File: src/rtl/ppo_pkg.sv
package ppo_pkg;
  localparam int PC_IDX_W = 3;

  typedef enum logic [0:0] {
    PORT_A = 1'b0,
    PORT_B = 1'b1
  } port_sel_e;

  typedef struct packed {
    logic rise;
    logic fall;
  } edge_t;

  // Port C bit index that holds the interrupt enable of each port variant
  function automatic logic [PC_IDX_W-1:0] inte_index(port_sel_e p);
    return (p == PORT_B) ? 3'd2 : 3'd6;
  endfunction
endpackage

File: src/rtl/ppo_sync.sv
module ppo_sync #(
  parameter int           W       = 1,
  parameter int           STAGES  = 2,
  parameter logic [W-1:0] RST_VAL = '0
) (
  input  logic         clk,
  input  logic         rst_n,
  input  logic [W-1:0] d,
  output logic [W-1:0] q
);
  generate
    for (genvar s = 0; s < STAGES; s++) begin : g_stage
      logic [W-1:0] r;
      if (s == 0) begin : g_first
        always_ff @(posedge clk or negedge rst_n) begin
          if (!rst_n) r <= RST_VAL;
          else        r <= d;
        end
      end else begin : g_next
        always_ff @(posedge clk or negedge rst_n) begin
          if (!rst_n) r <= RST_VAL;
          else        r <= g_stage[s-1].r;
        end
      end
    end
  endgenerate

  assign q = g_stage[STAGES-1].r;
endmodule

File: src/rtl/ppo_edge.sv
module ppo_edge
  import ppo_pkg::*;
#(
  parameter logic RST_VAL = 1'b1
) (
  input  logic  clk,
  input  logic  rst_n,
  input  logic  lvl,
  output edge_t ev
);
  logic prev_q;

  always_ff @(posedge clk or negedge rst_n) begin
    if (!rst_n) prev_q <= RST_VAL;
    else        prev_q <= lvl;
  end

  assign ev.rise = lvl & ~prev_q;
  assign ev.fall = ~lvl & prev_q;
endmodule

File: src/rtl/ppo_inte.sv
module ppo_inte
  import ppo_pkg::*;
#(
  parameter port_sel_e PORT = PORT_A
) (
  input  logic                clk,
  input  logic                rst_n,
  input  logic                bsr_stb,
  input  logic [PC_IDX_W-1:0] bsr_sel,
  input  logic                bsr_val,
  output logic                inte
);
  localparam logic [PC_IDX_W-1:0] TARGET = inte_index(PORT);

  logic hit;
  assign hit = bsr_stb && (bsr_sel == TARGET);

  always_ff @(posedge clk or negedge rst_n) begin
    if (!rst_n)   inte <= 1'b0;
    else if (hit) inte <= bsr_val;
  end

  AST_INTE_OTHER_BITS: assert property (@(posedge clk) disable iff (!rst_n)
    !(bsr_stb && bsr_sel == TARGET) |=> $stable(inte));
  AST_INTE_WRITE: assert property (@(posedge clk) disable iff (!rst_n)
    (bsr_stb && bsr_sel == TARGET) |=> (inte == $past(bsr_val)));
endmodule

File: src/rtl/strobed_out_port.sv
module strobed_out_port
  import ppo_pkg::*;
#(
  parameter int        DATA_W      = 8,
  parameter int        SYNC_STAGES = 2,
  parameter port_sel_e PORT        = PORT_A
) (
  input  logic                clk,
  input  logic                rst_n,
  input  logic                cpu_wr_n,
  input  logic [DATA_W-1:0]   cpu_wdata,
  input  logic                per_ack_n,
  input  logic                bsr_stb,
  input  logic [PC_IDX_W-1:0] bsr_sel,
  input  logic                bsr_val,
  output logic [DATA_W-1:0]   port_dout,
  output logic                obf_n,
  output logic                intr
);
  localparam int CTRL_W = 2;

  logic [CTRL_W-1:0] ctrl_s;
  logic              wr_s;
  logic              ack_s;
  logic [DATA_W-1:0] wdata_d;
  edge_t             wr_ev;
  logic              inte;

  logic [DATA_W-1:0] port_q;
  logic              obf_n_q;
  logic              intr_q;

  // Asynchronous strobes, both idle high
  ppo_sync #(.W(CTRL_W), .STAGES(SYNC_STAGES), .RST_VAL({CTRL_W{1'b1}})) u_ctrl_sync (
    .clk(clk), .rst_n(rst_n), .d({cpu_wr_n, per_ack_n}), .q(ctrl_s)
  );
  assign wr_s  = ctrl_s[1];
  assign ack_s = ctrl_s[0];

  // Data delay line matched to the strobe path
  ppo_sync #(.W(DATA_W), .STAGES(SYNC_STAGES), .RST_VAL('0)) u_data_align (
    .clk(clk), .rst_n(rst_n), .d(cpu_wdata), .q(wdata_d)
  );

  ppo_edge #(.RST_VAL(1'b1)) u_wr_edge (
    .clk(clk), .rst_n(rst_n), .lvl(wr_s), .ev(wr_ev)
  );

  ppo_inte #(.PORT(PORT)) u_inte (
    .clk(clk), .rst_n(rst_n), .bsr_stb(bsr_stb), .bsr_sel(bsr_sel),
    .bsr_val(bsr_val), .inte(inte)
  );

  // Latch follows the bus while the strobe is active
  always_ff @(posedge clk or negedge rst_n) begin
    if (!rst_n)     port_q <= '0;
    else if (!wr_s) port_q <= wdata_d;
  end

  AST_PORT_HOLD: assert property (@(posedge clk) disable iff (!rst_n)
    $past(wr_s) |-> $stable(port_q));

  // Buffer-full: set after strobe release, cleared by acknowledge
  always_ff @(posedge clk or negedge rst_n) begin
    if (!rst_n)          obf_n_q <= 1'b1;
    else if (wr_ev.rise) obf_n_q <= 1'b0;
    else if (!ack_s)     obf_n_q <= 1'b1;
  end

  AST_OBF_FALL_ON_WRITE: assert property (@(posedge clk) disable iff (!rst_n)
    $fell(obf_n_q) |-> $past(wr_ev.rise));
  AST_OBF_RISE_ON_ACK: assert property (@(posedge clk) disable iff (!rst_n)
    $rose(obf_n_q) |-> $past(!ack_s));

  // Interrupt request
  always_ff @(posedge clk or negedge rst_n) begin
    if (!rst_n)
      intr_q <= 1'b0;
    else if (wr_ev.fall || !wr_s || !inte)
      intr_q <= 1'b0;
    else if (ack_s && obf_n_q && !wr_ev.rise)
      intr_q <= 1'b1;
  end

  AST_INTR_RISE_COND: assert property (@(posedge clk) disable iff (!rst_n)
    $rose(intr_q) |-> $past(inte && ack_s && obf_n_q && wr_s));
  AST_INTR_LOW_IN_WRITE: assert property (@(posedge clk) disable iff (!rst_n)
    !wr_s |=> !intr_q);
  AST_INTR_NEEDS_INTE: assert property (@(posedge clk) disable iff (!rst_n)
    !inte |=> !intr_q);

  assign port_dout = port_q;
  assign obf_n     = obf_n_q;
  assign intr      = intr_q;
endmodule

File: config.mk
export PLATFORM = sky130hd
export DESIGN_NAME = strobed_out_port
export DESIGN_NICKNAME = d
export VERILOG_FILES = /design/src/rtl/ppo_pkg.sv /design/src/rtl/ppo_sync.sv /design/src/rtl/ppo_edge.sv /design/src/rtl/ppo_inte.sv /design/src/rtl/strobed_out_port.sv
export SDC_FILE = /design/constraint.sdc
export NUM_CORES = 1
export LEC_CHECK = 0
export BUFFER_PORTS_ARGS = -buffer_cell sky130_fd_sc_hd__buf_4
export CAP_MARGIN = 20
export CORE_MARGIN = 2
export CORE_UTILIZATION = 40
export DETAILED_ROUTE_END_ITERATION = 12
export GPL_ROUTABILITY_DRIVEN = 0
export GPL_TIMING_DRIVEN = 0
export SLEW_MARGIN = 30
export SYNTH_ARGS = -nofsm -noshare
export SYNTH_HDL_FRONTEND = slang
export SYNTH_SLANG_ARGS = --single-unit
File: constraint.sdc
create_clock -name clk -period 2.15 [get_ports clk]
set_input_delay 0.3225 -clock clk [delete_from_list [all_inputs] [get_ports clk]]
set_output_delay 0.3225 -clock clk [all_outputs]
set_load 0.01 [all_outputs]
== Word level (Yosys, flattened, before mapping) ==
Cells that the tools add are included.
W data, S select, Z words.

* Eq/ne operators: 2
* Muxes and demuxes: 4
* Bitwise gates (word level): 4
* Reduce and logical (&&, ||, !) cells: 9

{| class="wikitable"
|+ Operators with widths
! kind !! number
|-
| $mux W1 || 4
|-
| $eq A3 B3 Y1 const B || 1
|-
| $logic_and A1 B1 Y1 || 3
|-
| $logic_not A1 Y1 || 3
|-
| $and A1 B1 Y1 || 2
|-
| $logic_or A1 B1 Y1 || 2
|-
| $ne A2 B2 Y1 const B || 1
|-
| $not A1 Y1 || 2
|-
| $reduce_bool A2 Y1 || 1
|}

* Bits in registers: 32
* Input port bits: 17
* Output and inout port bits: 10
* Word-level logic and storage cells: 28

== Logic depth before layout (Yosys ltp) ==
Gate-level depths: netlist (run 1).

* Word-level depth: 6
* Mapped depth: 3
* Mapped depth without buffers: 2

== Modules after synthesis ==
Synthesis (run 1) repeated with hierarchy kept, for this count alone.

* Cell total of the unflattened synthesis: 51
* Area total of the unflattened synthesis: 1013.5 um2

{| class="wikitable"
|+ Modules (own cells, without submodules)
! module !! instances !! cells each !! area an instance (um2) !! seq. area each (um2)
|-
| strobed_out_port || 1 || 25 || 421.7 || 251.5
|-
| ppo_sync at u_data_align || 1 || 16 || 400.4 || 400.4
|-
| ppo_sync at u_ctrl_sync || 1 || 4 || 105.1 || 105.1
|-
| ppo_inte || 1 || 3 || 45.0 || 25.0
|-
| ppo_edge || 1 || 3 || 41.3 || 26.3
|}

== Worst setup path after synthesis (run 1) ==
OpenSTA, ideal clock, no wires.

* Path kind: register -> register
* From: reg u_ctrl_sync.g_stage[1].r[1] (netlist: u_ctrl_sync.q[1])
* To: reg port_q[0] (netlist: port_dout[0])
* Setup time: 0.125 ns
* Data arrival time: 0.958 ns
* Required time: 2.025 ns
* Slack: 1.068 ns
* Stages on the path, launching flop included: 3
* Buffers on the path: 1
* Period minus slack after synthesis: 1.082 ns
* Path through: dfstp_2 -> buf_6 -> mux2_2

{| class="wikitable"
|+ RTL lines
! element !! RTL line !! source
|-
| start: declaration || ppo_sync.sv:13 || <nowiki>logic [W-1:0] r;</nowiki>
|-
| start signal: assignment || ppo_sync.sv:22 || <nowiki>else r <= g_stage[s-1].r;</nowiki>
|-
| end signal: assignment || strobed_out_port.sv:57 || <nowiki>else if (!wr_s) port_q <= wdata_d;</nowiki>
|-
| end: declaration || strobed_out_port.sv:29 || <nowiki>logic [DATA_W-1:0] port_q;</nowiki>
|}

No word-level cell between the ends.

== Worst setup path in the final report (run 1) ==
* From: reg obf_n_q (netlist: obf_n)
* To: out obf_n

{| class="wikitable"
|+ RTL lines
! element !! RTL line !! source
|-
| start: declaration || strobed_out_port.sv:30 || <nowiki>logic obf_n_q;</nowiki>
|-
| start signal: assignment || strobed_out_port.sv:65 || <nowiki>if (!rst_n) obf_n_q <= 1'b1;</nowiki>
|-
| start signal: assignment || strobed_out_port.sv:66 || <nowiki>else if (wr_ev.rise) obf_n_q <= 1'b0;</nowiki>
|-
| start signal: assignment || strobed_out_port.sv:67 || <nowiki>else if (!ack_s) obf_n_q <= 1'b1;</nowiki>
|-
| end: declaration || strobed_out_port.sv:17 || <nowiki>output logic obf_n,</nowiki>
|}

No word-level cell between the ends.

==> reports/qor.yml, run 1 <==
overflow: 0
clock_power_share: 0.306
tns_ns: 0
cp_top_family: "flip-flops"
synth_cells: 49
cp_slowest_cell: "dfstp_2"
cp-end-kind: "primary output"
io_pins: 27
cp_num_buf_inv: 1
yosys_register_bits: 32
syn_avg_cell_area_um2: 19.56
worstPathRequired_ns: 1.83
crit_chain: "buf_4"
pre_cts_ws_ns: 1.019
drive_above_1_share: 0.5595
synthArstFlopShare: 1.000
synth_flop_cell: "dfrtp_1"
hold-path-cell-count: 1
grt_use_total: 0.1195
diodes: 0
holdWs_ns: 0.1102
hp-class: "in -> reg"
maxCapViolCount: 0
power_frac_seq: 0.604
cts_sinks: 32
layout_min_cycle_time_ns: 1.303
core_area_um2: 2233
ys_seq_area_frac: 0.8433
finalSetupViolations: 0
power_density_nw_per_um2: 876.8
switching_power_uw: 233.1
htreeDepth: 2
yosys.area.top_type: "dfrtp_1"
grt_pass1_vias: 534
detail-route-antenna-nets: 0
hold_end: "u_ctrl_sync.g_stage[0].r[0]"
synth_nets: 66
yosysMostFrequentCell: "dfrtp_1"
leakagePower_nw: 0.5925
seqCellArea_um2: 808.3
finalHoldViolations: 0
post_cts_resized: 0
dr_total_vias: 496
rr_startpoint: "u_ctrl_sync.q[1]"
comb_power_share: 0.090
portBuffers: 26
min_from: "per_ack_n"
post_synth_num_cell_types: 11
synth_area_um2: 958.4
clock_skew_ns: 0.004937
critPathMaxStageDelay_ns: 0.55
cp.arrival_ns: 0.98
die_w_um: 52.95
vias_per_cell: 4.429
worstSkewPairLatency_ns: 0.31
wirelength_um: 1327
tightest_slew_ns: 0.3782
first_iter_violations: 0
synthTopCellsByCount: "dfrtp_1 (26), mux2_2 (8), dfstp_2 (6), inv_1 (2)"
ir_drop_mv: 0.5972
wl_per_cell_um: 11.85
grt_start_max_net_pins: 33
startpoint_type: "flop"
placed_cell_area_um2: 1189
n_fill_cell: 197
design_area_um2: 1257
die_area_um2: 2804
clock_path_buffers: 2
nNetsFinal: 100
antenna_found_initial: 0
rrSetupSlack_ns: 1.01
r2r.worst_path.cells: 2
cts_tree: "built"
die_y_um: 52.95
fin_crit_sh: 0.6059
status: "completed"
grt_pass1_wl_um: 2180
rsz0062_at_grt: "false"
yosys_warnings: 0
crit_type: "reg -> out"
worstPathMaxFanout: 3
numCtsBuffers: 5
synth.area.top_cells: "dfrtp_1 (68%), dfstp_2 (16%), mux2_2 (9.4%), buf_6 (1.2%), mux2_1 (1.2%)"
synth_edf_count: 0
clk_pin_slew_worst_paths_ns: 0.09
start_util: 0.4291
drt_pass1_iterations: 1
multiInputGateArea_um2: 131.4
timing.rr.end: "port_dout[7]"
drc: 0
yosysTopAreaCellShare: 0.6789
setup_slack_ns: 0.8474
row_count: 17
slew_headroom: 0.7479
slew_violations: 0
post_cts_buffers: 0
p_int_uw: 869.4
swShare: 0.2114
area_delta_synth_final_pct: 31.20
timing.fmax_ghz: 0.7677
cts-root-buf: "clkbuf_4"
ctsHoldBuffers: 1
[per-stage QoR]
| step | utilization | power, mW | std cells |
|---|---|---|---|
| 2_1_floorplan | - | 0.7094 | 49 |
| 3_3_place_gp | 0.5322 | 0.7731 | 103 |
| 3_5_place_dp | 0.5322 | 0.7783 | 103 |
| 4_1_cts | 0.5630 | 1.125 | 112 |
| 5_1_grt | 0.5630 | 1.163 | 112 |
| 6_report | 0.5630 | 1.103 | 112 |
[metal layers]
| metal | GRT usage | vias to the layer above | wire length (um) |
|---|---|---|---|
| li1 | - | 230 | - |
| met1 | 0.1057 | 248 | 504 |
| met2 | 0.2104 | 18 | 734 |
| met3 | 0.07627 | 0 | 89 |
| met4 | 0.05128 | 0 | 0 |
| met5 | 0 | - | 0 |
[worst max-delay path by stage]
stage / startpoint / to / slack (ns) / cells after the start
after floorplan: u_ctrl_sync.q[1] / port_dout[0] / 1.07 / 2
after global placement: u_ctrl_sync.q[1] / port_dout[7] / 1.03 / 2
after detailed placement: u_ctrl_sync.q[1] / port_dout[1] / 1.02 / 2
after CTS: obf_n / obf_n / 0.82 / 1
after global routing: obf_n / obf_n / 0.79 / 1
final: obf_n / obf_n / 0.85 / 1
[placed cells by master (no fill, tap or decap), drive strengths merged]
| cell | n |
|---|---|
| dlygate4sd3 | 1 |
| inv | 2 |
| nand2 | 1 |
| mux2 | 9 |
| nand4b | 1 |
| a22oi | 1 |
| nor2 | 1 |
| a31oi | 1 |
| buf | 27 |
| clkbuf | 8 |
| dfrtp | 26 |
| dfstp | 6 |
[cell families (layout without fill, tap and decap cells)]
group,after synthesis,after routing,synth area share
compound gates,2,2,0.01437
buf+inv,3,38,0.01958
simple gates,3,3,0.01697
flops,32,32,0.8433
mux,9,9,0.1057
[power groups by stage]
stage	sequential (mW)	combinational, mW	clock (mW)
floorplan	0.682	0.0273	0
global placement	0.675	0.0982	0
detailed placement	0.678	0.101	0
CTS	0.666	0.103	0.357
global route	0.671	0.110	0.382
finish	0.666	0.0996	0.337
[flip-flops by register name (all words and copies together) (netlist names)]
signal	cells
intr	1
obf_n	1
port_dout	8
u_ctrl_sync.g_stage.r	2
u_ctrl_sync.q	2
u_data_align.g_stage.r	8
u_data_align.q	8
u_inte.inte	1
u_wr_edge.prev_q	1
[cell type report]
class / count / area share
flip-flops and latches: 32 / 0.6428
repair buffers: 27 / 0.1632
multi-input cells: 14 / 0.1045
clock buffers: 8 / 0.04677
well taps: 28 / 0.02786
plain buffers: 1 / 0.008955
inverters: 2 / 0.005970
Power figures use the tool's default switching activity.
==> run 2, diff against run 1 <==
Clock period 2.15 ns to 1.25 ns, I/O delays scaled along.
==> run 2 against run 1 <==
Effect of this change: sequential share of layout area decreased by 4.7 points; clock-buffer cell count unchanged; sequential power increased by 71%; via count increased by 8.3%.
==> reports/qor.yml, run 2 (synthesis gave the netlist of run 1 again) <==
status: "completed"
swShare: 0.2120  # +0.0005507
final_cell_count_no_fill: 122  # +8.9%
htreeDepth: 2  # unchanged
ir_drop_mv: 1.035  # +73%
drive_above_1_share: 0.5000  # -0.05952
dp.cells: 103  # unchanged
cp_slowest_cell: "dfstp_2"
startpoint_type: "flop"
worstPathRequired_ns: 1.06  # -0.77 ns
drc: 0  # unchanged
clock_path_buffers: 2  # unchanged
vias_per_cell: 4.402  # -0.61%
ctsHoldBuffers: 11  # +10
numCtsBuffers: 5  # unchanged
hp-class: "in -> reg"
maxCapViolCount: 0  # unchanged
fin_crit_sh: 0.9342
clk_pin_slew_worst_paths_ns: 0.09  # about the same
power_density_nw_per_um2: 1417  # +62%
holdWs_ns: 0.1016  # -0.008652 ns
comb_power_share: 0.102  # +0.012
tns_ns: 0  # unchanged
rsz0062_at_grt: "false"
crit_chain: "buf_4"
first_iter_violations: 0  # unchanged
row_count: 17  # unchanged
nNetsFinal: 110  # +10%
portBuffers: 26  # unchanged
leakagePower_nw: 0.6342  # +7.0%
cp.arrival_ns: 0.98  # about the same
clock_skew_ns: 0.004957  # +0.00002040 ns
p_int_mw: 1.516  # +74%
slew_headroom: 0.7476  # about the same
io_pins: 27  # unchanged
worstPathMaxFanout: 3  # unchanged
cp_top_family: "flip-flops"
n_fill_cell: 183  # -7.1%
power_frac_seq: 0.595  # -0.009
overflow: 0  # unchanged
crit_type: "reg -> out"
wirelength_um: 1393  # +5.0%
grt_pass1_vias: 580  # +8.6%
critPathMaxStageDelay_ns: 0.55  # about the same
grt_pass1_wl_um: 2359  # +8.2%
switching_power_uw: 407.8  # +75%
cp_num_buf_inv: 1  # unchanged
setup_slack_ns: 0.08231  # -0.7651 ns
area_delta_synth_final_pct: 41.64
start_util: 0.4291  # unchanged
most-common-layout-cells: "buf_4 (26), dfrtp_1 (26), dlygate4sd3_1 (11)"
core_area_um2: 2233  # unchanged
detail-route-antenna-nets: 0  # unchanged
tightest_slew_ns: 0.3786  # +0.0004135 ns
post_cts_buffers: 0  # unchanged
diodes: 0  # unchanged
slew_violations: 0  # unchanged
cts_sinks: 32  # unchanged
grt_start_max_net_pins: 33  # unchanged
layout_min_cycle_time_ns: 1.168
cp-end-kind: "primary output"
antenna_found_initial: 0  # unchanged
clock_power_share: 0.303  # -0.003
cts-root-buf: "clkbuf_4"
pre_cts_ws_ns: 0.1188  # -0.9000 ns
fin_util: 0.6078  # +0.04482
die_area_um2: 2804  # unchanged
dr_total_vias: 537  # +8.3%
die_w_um: 52.95  # unchanged
die_y_um: 52.95  # unchanged
cts_tree: "built"
worstSkewPairLatency_ns: 0.31  # about the same
drt_pass1_iterations: 1  # unchanged
post_cts_resized: 0  # unchanged
finalSetupViolations: 0  # unchanged
grt_use_total: 0.1274  # +0.007927
wl_per_cell_um: 11.42  # -3.6%
finalHoldViolations: 0  # unchanged
timing.fmax_ghz: 0.8564
## run 2: changes by cell type in the layout (fill, tap and decap cells not counted)
cell           previous run  this run
dlygate4sd3_1             1        11
## run 2: power by group through the flow
stage | clock (mW) | sequential, mW | combinational (mW)
5_1_grt | 0.659 | 1.15 | 0.216
4_1_cts | 0.613 | 1.15 | 0.201
6_report | 0.582 | 1.14 | 0.197
2_1_floorplan | 0 | 1.17 | 0.0469
3_3_place_gp | 0 | 1.16 | 0.169
3_5_place_dp | 0 | 1.17 | 0.173
## run 2: final timing paths
kind,start,end,slack [ns],cells after the start
hold reg to reg,u_data_align.g_stage[0].r[6],u_data_align.q[6],0.35,0
min in group asynchronous,rst_n,u_data_align.q[7],0.33,2
setup / recovery,obf_n,obf_n,0.08,1
setup reg to reg,u_ctrl_sync.q[1],port_dout[7],0.11,2
max in group asynchronous,rst_n,u_ctrl_sync.q[1],0.60,2
hold / removal,bsr_val,u_inte.inte,0.10,2
## run 2: metal layers
metal	track usage	routed length, um	vias to the layer above
li1	-	-	250
met1	0.1151	541	269
met2	0.2271	763	18
met3	0.07627	88	0
met4	0.05128	0	0
met5	0	0	-
## run 2: layout make-up
type | count | area (um2) | area share
inverter | 2 | 7.507 | 0.005530
clock buffer | 8 | 58.81 | 0.04332
sequential | 32 | 808.3 | 0.5954
buffer | 1 | 11.26 | 0.008295
multi-input combinational | 14 | 131.4 | 0.09677
tap | 28 | 35.03 | 0.02581
timing repair buffer | 37 | 305.3 | 0.2249
## run 2: through the flow
step	instance area [um2]	total power, mW
floorplan	958.4	1.220
global placement	1189	1.330
detailed placement	1189	1.339
CTS	1358	1.960
global route	1358	2.029
finish	1358	1.923
